**src/rtl/sbn_pkg.sv**
```systemverilog
`timescale 1ns/1ps
package sbn_pkg;

    // Processing phase; PH_FILL must be the all-zero encoding (reset value).
    typedef enum logic [1:0] {
        PH_FILL = 2'd0,
        PH_SUM  = 2'd1,
        PH_VAR  = 2'd2,
        PH_EMIT = 2'd3
    } phase_e;

endpackage

```
**src/rtl/sbn_ap2.sv**
```systemverilog
`timescale 1ns/1ps
// Rounded power-of-two exponent of an unsigned magnitude.
module sbn_ap2 #(
    parameter int W  = 12,
    parameter int EW = $clog2(W + 1)
) (
    input  logic [W-1:0]  mag_i,
    output logic [EW-1:0] exp_o,
    output logic          zero_o
);

    logic [W-1:0]  below;
    logic [EW-1:0] lead;
    logic          rnd;

    // below[i] is the bit one position under mag_i[i]
    assign below = {mag_i[W-2:0], 1'b0};

    always_comb begin
        lead = '0;
        rnd  = 1'b0;
        for (int i = 0; i < W; i++) begin
            if (mag_i[i]) begin
                lead = EW'(i);
                rnd  = below[i];
            end
        end
    end

    assign exp_o  = lead + EW'(rnd);
    assign zero_o = ~|mag_i;

endmodule

```
**src/rtl/sbn_sample_buf.sv**
```systemverilog
`timescale 1ns/1ps
// Register-based sample store, one write and one asynchronous read port.
module sbn_sample_buf #(
    parameter int DATA_W = 12,
    parameter int AW     = 3,
    parameter int DEPTH  = 1 << AW
) (
    input  logic              clk,
    input  logic              wr_en,
    input  logic [AW-1:0]     wr_addr,
    input  logic [DATA_W-1:0] wr_data,
    input  logic [AW-1:0]     rd_addr,
    output logic [DATA_W-1:0] rd_data
);

    logic [DEPTH*DATA_W-1:0] flat;

    for (genvar g = 0; g < DEPTH; g++) begin : g_slot
        logic [DATA_W-1:0] slot_q;
        always_ff @(posedge clk) begin
            if (wr_en && (wr_addr == AW'(g))) begin
                slot_q <= wr_data;
            end
        end
        assign flat[g*DATA_W +: DATA_W] = slot_q;
    end

    assign rd_data = flat[int'(rd_addr)*DATA_W +: DATA_W];

endmodule

```
**src/rtl/sbn_batchnorm.sv**
```systemverilog
`timescale 1ns/1ps
module sbn_batchnorm
    import sbn_pkg::*;
#(
    parameter int DATA_W = 12,
    parameter int LOG2_M = 3,
    parameter int FRAC_W = 6,
    parameter int EPS    = 1
) (
    input  logic                     clk,
    input  logic                     rst_n,
    input  logic                     in_valid,
    input  logic signed [DATA_W-1:0] in_data,
    input  logic                     in_last,
    output logic                     in_ready,
    input  logic signed [DATA_W-1:0] gamma,
    input  logic signed [DATA_W-1:0] beta,
    output logic                     out_valid,
    output logic signed [DATA_W-1:0] out_data,
    output logic                     out_last,
    output logic                     busy
);

    localparam int M      = 1 << LOG2_M;
    localparam int IDX_W  = LOG2_M;
    localparam int C_W    = DATA_W + 1;
    localparam int SUM_W  = DATA_W + LOG2_M;
    localparam int CEW    = $clog2(C_W + 1);
    localparam int TERM_W = 2 * C_W;
    localparam int ACC_W  = TERM_W + LOG2_M;
    localparam int VE_W   = TERM_W + 1;
    localparam int VEW    = $clog2(VE_W + 1);
    localparam int GW     = $clog2(DATA_W + 1);
    localparam int W_W    = C_W + FRAC_W + DATA_W + 3;

    localparam logic [IDX_W-1:0]  IDX_LAST = IDX_W'(M - 1);
    localparam logic [C_W-1:0]    C_ONE    = C_W'(1);
    localparam logic [DATA_W-1:0] D_ONE    = DATA_W'(1);

    typedef struct packed {
        phase_e                    phase;
        logic [IDX_W-1:0]          idx;
        logic signed [SUM_W-1:0]   sum;
        logic signed [DATA_W-1:0]  mean;
        logic [ACC_W-1:0]          acc;
        logic [VEW-1:0]            shift;
        logic                      ovalid;
        logic                      olast;
        logic signed [DATA_W-1:0]  odata;
    } st_t;

    st_t st_q, st_d;

    // buffer signals
    logic                     wr_en;
    logic signed [DATA_W-1:0] rd_data;

    // sum pass
    logic signed [SUM_W-1:0]  sum_nx;
    logic signed [DATA_W-1:0] mean_nx;

    // centering and variance pass
    logic signed [C_W-1:0]    cval;
    logic [C_W-1:0]           cmag;
    logic [CEW-1:0]           c_exp;
    logic                     c_zero;
    logic [TERM_W-1:0]        term;
    logic [ACC_W-1:0]         acc_nx;
    logic [VE_W-1:0]          ve;
    logic [VEW-1:0]           ve_exp;
    logic                     ve_zero;
    logic [VEW-1:0]           shift_nx;

    // output pass
    logic [DATA_W-1:0]        gmag;
    logic [GW-1:0]            g_exp;
    logic                     g_zero;
    logic signed [W_W-1:0]    cw;
    logic signed [W_W-1:0]    nw;
    logic signed [W_W-1:0]    tw;
    logic signed [W_W-1:0]    sw;
    logic signed [W_W-1:0]    yw;
    logic signed [DATA_W-1:0] ysat;
    logic                     y_ovf;

    sbn_sample_buf #(
        .DATA_W (DATA_W),
        .AW     (IDX_W)
    ) u_buf (
        .clk     (clk),
        .wr_en   (wr_en),
        .wr_addr (st_q.idx),
        .wr_data (in_data),
        .rd_addr (st_q.idx),
        .rd_data (rd_data)
    );

    // ---------------- sum pass ----------------
    assign sum_nx  = st_q.sum + {{(SUM_W-DATA_W){rd_data[DATA_W-1]}}, rd_data};
    assign mean_nx = sum_nx[LOG2_M +: DATA_W];

    // ---------------- centering / variance ----------------
    assign cval = {{(C_W-DATA_W){rd_data[DATA_W-1]}}, rd_data}
                - {{(C_W-DATA_W){st_q.mean[DATA_W-1]}}, st_q.mean};
    assign cmag = cval[C_W-1] ? (~cval + C_ONE) : cval;

    sbn_ap2 #(.W(C_W), .EW(CEW)) u_ap2_term (
        .mag_i  (cmag),
        .exp_o  (c_exp),
        .zero_o (c_zero)
    );

    assign term   = c_zero ? '0 : ({{(TERM_W-C_W){1'b0}}, cmag} << c_exp);
    assign acc_nx = st_q.acc + {{(ACC_W-TERM_W){1'b0}}, term};
    assign ve     = {1'b0, acc_nx[ACC_W-1:LOG2_M]} + VE_W'(EPS);

    sbn_ap2 #(.W(VE_W), .EW(VEW)) u_ap2_var (
        .mag_i  (ve),
        .exp_o  (ve_exp),
        .zero_o (ve_zero)
    );

    // ceil(E/2); a zero sum (EPS == 0) leaves the values unshifted
    assign shift_nx = ve_zero ? '0 : VEW'((ve_exp + VEW'(1)) >> 1);

    // ---------------- output pass ----------------
    assign gmag = gamma[DATA_W-1] ? (~gamma + D_ONE) : gamma;

    sbn_ap2 #(.W(DATA_W), .EW(GW)) u_ap2_gamma (
        .mag_i  (gmag),
        .exp_o  (g_exp),
        .zero_o (g_zero)
    );

    assign cw = {{(W_W-C_W){cval[C_W-1]}}, cval};
    assign nw = (cw <<< FRAC_W) >>> st_q.shift;
    assign tw = (nw <<< g_exp) >>> FRAC_W;
    assign sw = g_zero ? '0 : (gamma[DATA_W-1] ? -tw : tw);
    assign yw = sw + {{(W_W-DATA_W){beta[DATA_W-1]}}, beta};

    // in range only when all bits from the result sign upward agree
    assign y_ovf = !((&yw[W_W-1:DATA_W-1]) || !(|yw[W_W-1:DATA_W-1]));
    assign ysat  = y_ovf ? (yw[W_W-1] ? {1'b1, {(DATA_W-1){1'b0}}}
                                      : {1'b0, {(DATA_W-1){1'b1}}})
                         : yw[DATA_W-1:0];

    // ---------------- next-state ----------------
    always_comb begin
        st_d        = st_q;
        st_d.ovalid = 1'b0;
        st_d.olast  = 1'b0;
        wr_en       = 1'b0;
        unique case (st_q.phase)
            PH_FILL: begin
                if (in_valid) begin
                    wr_en = 1'b1;
                    if (st_q.idx == IDX_LAST) begin
                        st_d.phase = PH_SUM;
                        st_d.idx   = '0;
                        st_d.sum   = '0;
                    end else if (in_last) begin
                        st_d.idx = '0;
                    end else begin
                        st_d.idx = st_q.idx + IDX_W'(1);
                    end
                end
            end
            PH_SUM: begin
                st_d.sum = sum_nx;
                st_d.idx = st_q.idx + IDX_W'(1);
                if (st_q.idx == IDX_LAST) begin
                    st_d.phase = PH_VAR;
                    st_d.mean  = mean_nx;
                    st_d.acc   = '0;
                end
            end
            PH_VAR: begin
                st_d.acc = acc_nx;
                st_d.idx = st_q.idx + IDX_W'(1);
                if (st_q.idx == IDX_LAST) begin
                    st_d.phase = PH_EMIT;
                    st_d.shift = shift_nx;
                end
            end
            PH_EMIT: begin
                st_d.ovalid = 1'b1;
                st_d.odata  = ysat;
                st_d.olast  = (st_q.idx == IDX_LAST);
                st_d.idx    = st_q.idx + IDX_W'(1);
                if (st_q.idx == IDX_LAST) begin
                    st_d.phase = PH_FILL;
                end
            end
            default: st_d.phase = PH_FILL;
        endcase
    end

    always_ff @(posedge clk) begin
        if (!rst_n) begin
            st_q <= '0;
        end else begin
            st_q <= st_d;
        end
    end

    assign in_ready  = (st_q.phase == PH_FILL);
    assign busy      = (st_q.phase != PH_FILL);
    assign out_valid = st_q.ovalid;
    assign out_data  = st_q.odata;
    assign out_last  = st_q.olast;

endmodule

```
**config.mk**
```make
export PLATFORM = sky130hd
export DESIGN_NAME = sbn_batchnorm
export DESIGN_NICKNAME = d
export VERILOG_FILES = /design/src/rtl/sbn_pkg.sv /design/src/rtl/sbn_ap2.sv /design/src/rtl/sbn_sample_buf.sv /design/src/rtl/sbn_batchnorm.sv
export SDC_FILE = /design/constraint.sdc
export NUM_CORES = 1
export LEC_CHECK = 0
export CAP_MARGIN = 20
export CELL_PAD_IN_SITES_DETAIL_PLACEMENT = 1
export CELL_PAD_IN_SITES_GLOBAL_PLACEMENT = 1
export CORE_UTILIZATION = 45
export DETAILED_ROUTE_END_ITERATION = 8
export PLACE_DENSITY_LB_ADDON = 0.1
export SLEW_MARGIN = 5
export SYNTH_ARGS = -nofsm -noshare
export SYNTH_HDL_FRONTEND = slang
export SYNTH_SLANG_ARGS = --single-unit
```
**constraint.sdc**
```tcl
create_clock -name clk -period 13.6 [get_ports clk]
set_input_delay 2.72 -clock clk [delete_from_list [all_inputs] [get_ports clk]]
set_output_delay 2.72 -clock clk [all_outputs]
set_load 0.02 [all_outputs]
```
; ---- Yosys cells after proc, flatten, opt, wreduce, memory -nomap -nowiden
; Cells that the tools add are included.
[word_totals]
elab_cells = 199
reg_bits = 176
inputBits = 40
[op_classes]
n_mul = 1
shifts = 4
n_bitwise = 2
n_eq_ne = 15
reduce_logical = 26
add_sub_neg = 13
muxes = 121
[ops]
columns = operator, count
row1 = variable part select 96 x 8 -> 12 bit, 1
row2 = two-way mux 4 bit, 18
row3 = two-way mux 34 bit, 2
row4 = case mux 29 bit (2 select lines), 1
row5 = two-way mux 5 bit, 11
row6 = two-way mux 1 bit, 54
row7 = two-way mux 3 bit, 14
row8 = two-way mux 12 bit, 3
row9 = adder 34 bit, 1
row10 = negator 34 bit, 1
row11 = <<< shifter 34 x 4 -> 34 bit, 1
row12 = >>> shifter 19 x 5 -> 34 bit, 1
row13 = case mux 15 bit (2 select lines), 1
row14 = adder 29 x 26 -> 29 bit, 1
row15 = two-way mux 29 bit, 1
row16 = "adder 26 x 1 -> 27 bit, second input constant", 1
row17 = OR reduction 27 bit, 1
row18 = two-way mux 26 bit, 1
row19 = << shifter 13 x 4 -> 26 bit, 1
row20 = AND reduction 23 bit, 1
row21 = OR reduction 23 bit, 1
row22 = two-way mux 2 bit, 10
row23 = two-way mux 20 bit, 1
row24 = case mux 5 bit (4 select lines), 1
row25 = other kinds (32), 53

; ---- Longest topological paths before layout
[logic_depth]
depth_word = 52
mapped_depth = 55
depth_no_buf = 49

; ---- Cells and area by module
; A second synthesis with hierarchy kept.
[hier_totals]
hier_cells = 2187
area_unflattened_um2 = 17878.4
[modules_own_cells]
columns = module, seq_area_each_um2, cells_per_inst, n_inst, area_each_um2
row1 = sbn_batchnorm, 1581.5, 1860, 1, 13036.3
row2 = sbn_sample_buf, 2882.8, 152, 1, 3747.3
row3 = sbn_ap2 at u_ap2_var, 0.0, 99, 1, 603.1
row4 = sbn_ap2 at u_ap2_term, 0.0, 39, 1, 255.2
row5 = sbn_ap2 at u_ap2_gamma, 0.0, 37, 1, 236.5

; ---- Least setup slack after synthesis
; Ideal clock, no wire load.
[synth_timing]
path_kind = register -> register
start = register st_q[75] in the netlist's numbering
end = register st_q[15] in the netlist's numbering
arrival_ns = 11.290
slack_ns = 2.192
required_time_ns = 13.482
path_stages_with_launch = 49
setup_ns = 0.118
n_path_buf = 6
path_cell_list = dfxtp_1 -> clkbuf_1 -> clkbuf_1 -> mux4_2 -> nand2_1 -> nand2_1 -> fa_1 -> a21o_2 -> a22oi_4 -> nor3b_1 -> o31ai_1 -> buf_2 -> buf_1 -> a31oi_1 -> xor2_1 -> nand3b_1 -> nand3_1 -> a21oi_1 -> [13 not listed] -> a22oi_1 -> a211oi_1 -> nor2_1 -> o311ai_2 -> nand4_1 -> or3_1 -> nor3_1 -> or4b_1 -> or2_2 -> xnor2_1 -> o211ai_1 -> a32o_1 -> a21oi_1 -> o31ai_1 -> ha_1 -> xor2_1 -> a22oi_1 -> nor2b_1
[synth_via]
elab_chain_cells = 52
[synth_rtl]
columns = item, line_no
row1 = start: declaration, sbn_batchnorm.sv:52  ; st_t st_q, st_d;
row2 = start signal: assignment, sbn_batchnorm.sv:202  ; st_q <= st_d;
row3 = multiplier 3 x 2 -> 5 bit, sbn_sample_buf.sv:28  ; assign rd_data = flat[int'(rd_addr)*DATA_W +: DATA_W];
row4 = variable part select 96 x 8 -> 12 bit, sbn_sample_buf.sv:28
row5 = subtractor 12 x 12 -> 13 bit, sbn_batchnorm.sv:104  ; - {{(C_W-DATA_W){st_q.mean[DATA_W-1]}}, st_q.mean};
row6 = inverter 13 bit, sbn_batchnorm.sv:105  ; assign cmag = cval[C_W-1] ? (~cval + C_ONE) : cval;
row7 = adder 13 x 1 -> 13 bit, sbn_batchnorm.sv:105
row8 = two-way mux 13 bit, sbn_batchnorm.sv:105
row9 = two-way mux 1 bit, sbn_ap2.sv:23  ; if (mag_i[i]) begin
row10 = two-way mux 2 bit or two-way mux 1 bit (tied branches) (2 in a row), sbn_ap2.sv:23
row11 = [14 not listed], --
row12 = two-way mux 1 bit, sbn_ap2.sv:23
row13 = two-way mux 2 bit or two-way mux 1 bit (tied branches) (2 in a row), sbn_ap2.sv:23
row14 = two-way mux 3 bit or two-way mux 1 bit (tied branches) (4 in a row), sbn_ap2.sv:23
row15 = two-way mux 4 bit or two-way mux 1 bit (tied branches) (8 in a row), sbn_ap2.sv:23
row16 = two-way mux 5 bit or two-way mux 1 bit (tied branches) (11 in a row), sbn_ap2.sv:23
row17 = adder 5 x 1 -> 5 bit, sbn_ap2.sv:30  ; assign exp_o = lead + EW'(rnd);
row18 = adder 5 x 1 -> 5 bit, sbn_batchnorm.sv:124  ; assign shift_nx = ve_zero ? '0 : VEW'((ve_exp + VEW'(1)) >> 1);
row19 = two-way mux 4 bit, sbn_batchnorm.sv:124
; Parallel ways exist; a longest one is shown, timed or not.
; A chain may end at the register's enable or synchronous reset.

; ---- Worst setup path after layout
[layout_timing]
start = register st_q[75] in the netlist's numbering
end = register st_q[17] in the netlist's numbering
; The elaborated chain is that of the path after synthesis.

==> results by group <==
Drt
  – Via count: roughly 18000
  – Vias per cell: 6.35
  – Pre-antenna DRT Iters: 6
  – DRT iter0 DRCs: between 1000 and 1500
  – Final WL: ~60 mm
  – WL/cell: 21.5 um
  – Residual DRC: 0
  – Post-route ant nets: 0

Worst setup path
  – Critical path startpoint category: flip-flop
  – Setup crit end kind: flip-flop
  – Critical Path Fanout Max: 19
  – CP required: ~14 ns
  – Critical Path Max Stage Delay: roughly 0.72 ns
  – CP most frequent cell: ha_1
  – Critical path type: reg -> reg
  – WP data arrival: 12.87 ns
  – Critical path's slowest cell: o31ai_2

Logic synthesis
  – Synthesized instance count: 2287
  – Mapped Nets: roughly 2400
  – Post-synthesis sequential element count: between 150 and 200
  – EDFF count, synth: 96
  – Yosys warns: 0
  – Mapped Area: roughly 18000 sq um
  – Mean Syn Cell Area: between 8 and 9 sq um
  – Netlist cell types: between 100 and 150
  – Post-synth ARST share: 0%
  – Ys flop type: edfxtp_1
  – Sequential area share after synthesis: between 20% and 30%

Floorplanning
  – Die area: roughly 42000 sq um
  – Site Rows: 73
  – Die Y: 204 um
  – Initial Utilization: approximately 46%
  – Core region area: around 40000 sq um
  – IO Pins: 56
  – Die X: between 200 and 250 um

Place
  – Placer Congestion: 0.988
  – DP HPWL: roughly 46 mm
  – IO buf count: 55

STA
  – Final period util: a little over 90%
  – Setup Viol. Count Final: 0
  – Final Critical Period: 12.53 ns
  – Max-slew violations: 0
  – RSZ-0062 raised after global routing: no
  – Final setup TNS: 0 ns
  – Worst slew margin: about a third
  – Worst clock skew: 0.0216 ns
  – Worst slew pin tran: ~1.0 ns
  – Final-report hold violation count: 0
  – Fmax: ~80 MHz

Global route
  – Initial antenna violation count: 0
  – Vias in the first global route: around 18000
  – Tot GR Track Use: between 20 and 30%
  – Largest net degree at the start of global routing: between 80 and 90
  – First-pass GRT wire length: approximately 100 mm
  – Remaining global-route overflow: 0

Final layout
  – Multi-input logic area: 13100 sq um
  – ANT cells: 0
  – Fill cells: 4868
  – Syn-to-layout area delta: 8.75%
  – Register area: about 4500 sq um
  – Layout cells sized above 1: 8.35%
  – Layout net count: approximately 2400

CTS
  – Max Root-Sink Buffers: 2
  – Hold Buf Count CTS: 0
  – Clock-pin slew on the worst setup and hold paths: ~0.090 ns
  – CTS tree: built
  – Root Driver: clkbuf_16
  – CTS sink count: about 180
  – H-tree Lvls: 4
  – CTS buffer count: 17
  – Worst skew pair latency: 0.47 ns

Outcome
  – Outcome: complete, no violations

Run
  – Max Cap Viol: 0

Hold path
  – Worst hold path type: reg -> reg
==> Yosys cell counts (22+ instances only) <==
master | n | share of area [%]
mux2i_1 | 30 | 1.6
nor2_1 | 204 | 4.2
nand3_1 | 70 | 1.9
a21o_1 | 30 | 1.2
and3_1 | 31 | 1.1
clkbuf_1 | 81 | 1.7
nand2b_1 | 25 | 0.85
xnor2_1 | 87 | 4.1
a21oi_1 | 150 | 4.1
nor3_1 | 64 | 1.7
xor2_1 | 43 | 2.0
o31ai_1 | 25 | 1.0
nor2b_1 | 48 | 1.6
o211ai_1 | 28 | 1.1
o21ai_0 | 130 | 3.5
mux4_2 | 28 | 3.4
inv_1 | 88 | 1.8
or3_1 | 22 | 0.75
ha_1 | 106 | 7.2
a21boi_0 | 24 | 0.98
a31oi_1 | 32 | 1.1
a22oi_1 | 36 | 1.5
edfxtp_1 | 96 | 16
nand2_1 | 256 | 5.2
dfxtp_1 | 79 | 8.6
and2_1 | 35 | 1.2
==> through the flow <==
stage | utilization, % | instance area (sq um) | setup slack [ns] | std cells | hold WS [ns]
2_1_floorplan | - | 18400 | 2.19 | 2287 | 0.443
3_3_place_gp | 48.4 | 19300 | 1.05 | 2781 | 0.455
3_5_place_dp | 48.4 | 19300 | 0.752 | 2781 | 0.467
4_1_cts | 50.0 | 20000 | 0.879 | 2813 | 0.478
5_1_grt | 50.0 | 20000 | 0.0340 | 2813 | 0.498
6_report | 50.0 | 20000 | 1.07 | 2813 | 0.474
==> final cells by class <==
| type | count | share of cell area [%] |
|---|---|---|
| repair buffers | 95 | 4.23 |
| inverters | 89 | 1.67 |
| clock inverters | 15 | 1.13 |
| multi-input cells | 1897 | 65.2 |
| well taps | 525 | 3.28 |
| flip-flops and latches | 175 | 22.3 |
| clock buffers | 17 | 2.13 |
==> timing repair <==
item / in CTS / in global routing
endpoints found under the setup margin: 0 / 3
buffers inserted: 0 / 0
resized for setup: 0 / 1
hold endpoints to repair: 0 / 0
==> worst paths after layout <==
check | startpoint | to | slack [ns] | cells past startpoint
min reg2reg | st_q[50] | st_q[50] | 0.47 | 2
min | st_q[50] | st_q[50] | 0.47 | 2
max reg2reg | st_q[75] | st_q[17] | 1.07 | 45
max | st_q[75] | st_q[17] | 1.07 | 45
==> cell usage in the layout, fill, tap and decap left out, drive strengths merged, types with 30 or more instances in the layout <==
| cell type | count |
|---|---|
| buf | 41 |
| a21oi | 152 |
| edfxtp | 96 |
| nor3 | 67 |
| nor2 | 206 |
| nor2b | 48 |
| a21o | 31 |
| dfxtp | 79 |
| ha | 106 |
| inv | 99 |
| a31oi | 32 |
| and3 | 31 |
| xnor2 | 89 |
| mux2i | 30 |
| o211ai | 31 |
| o21ai | 138 |
| and2 | 37 |
| xor2 | 43 |
| clkdlybuf4s50 | 54 |
| nand3 | 70 |
| a22oi | 37 |
| nand2 | 256 |
==> sequential cells by signal (all words and copies together) (netlist names) <==
signal and cells:
out_last 1, out_data 12, st_q 65, out_valid 1, u_buf.g_slot.slot_q 96
==> cells by family after synthesis <==
kind of cell | after synthesis | synth area share [%]
buffers and inverters | 215 | 4.93
AOI/OAI and AO/OA | 711 | 27.3
muxes | 68 | 5.67
xor gates and xnor gates | 134 | 6.61
and+or+nand+nor | 874 | 23.6
DFF | 175 | 24.3
adders and majority gates | 110 | 7.64
==> routing by layer <==
| layer | vias to the layer above | wire length [um] | share of wire [%] | track usage [%] |
|---|---|---|---|---|
| met5 | - | 0 | 0 | 0 |
| met4 | 0 | 1050 | 1.7 | 7.94 |
| met3 | 65 | 1750 | 2.9 | 2.33 |
| met2 | 333 | 30000 | 50 | 51.8 |
| met1 | 8918 | 27600 | 46 | 37.8 |
| li1 | 8557 | - | - | - |
==> worst max-delay path: cells and delay by family (launching register included) <==
family / cells / cell delay, ns
simple gates: 20 / 4.26
fa+ha+maj: 5 / 2.24
compound gates: 16 / 3.82
flops: 1 / 0.65
xor+xnor: 2 / 0.59
buf+inv: 1 / 0.30
mux: 1 / 0.52
Power is left out: the tool's default activity adds up to more than one toggle a clock period on the data nets, which glitch-free logic cannot reach.
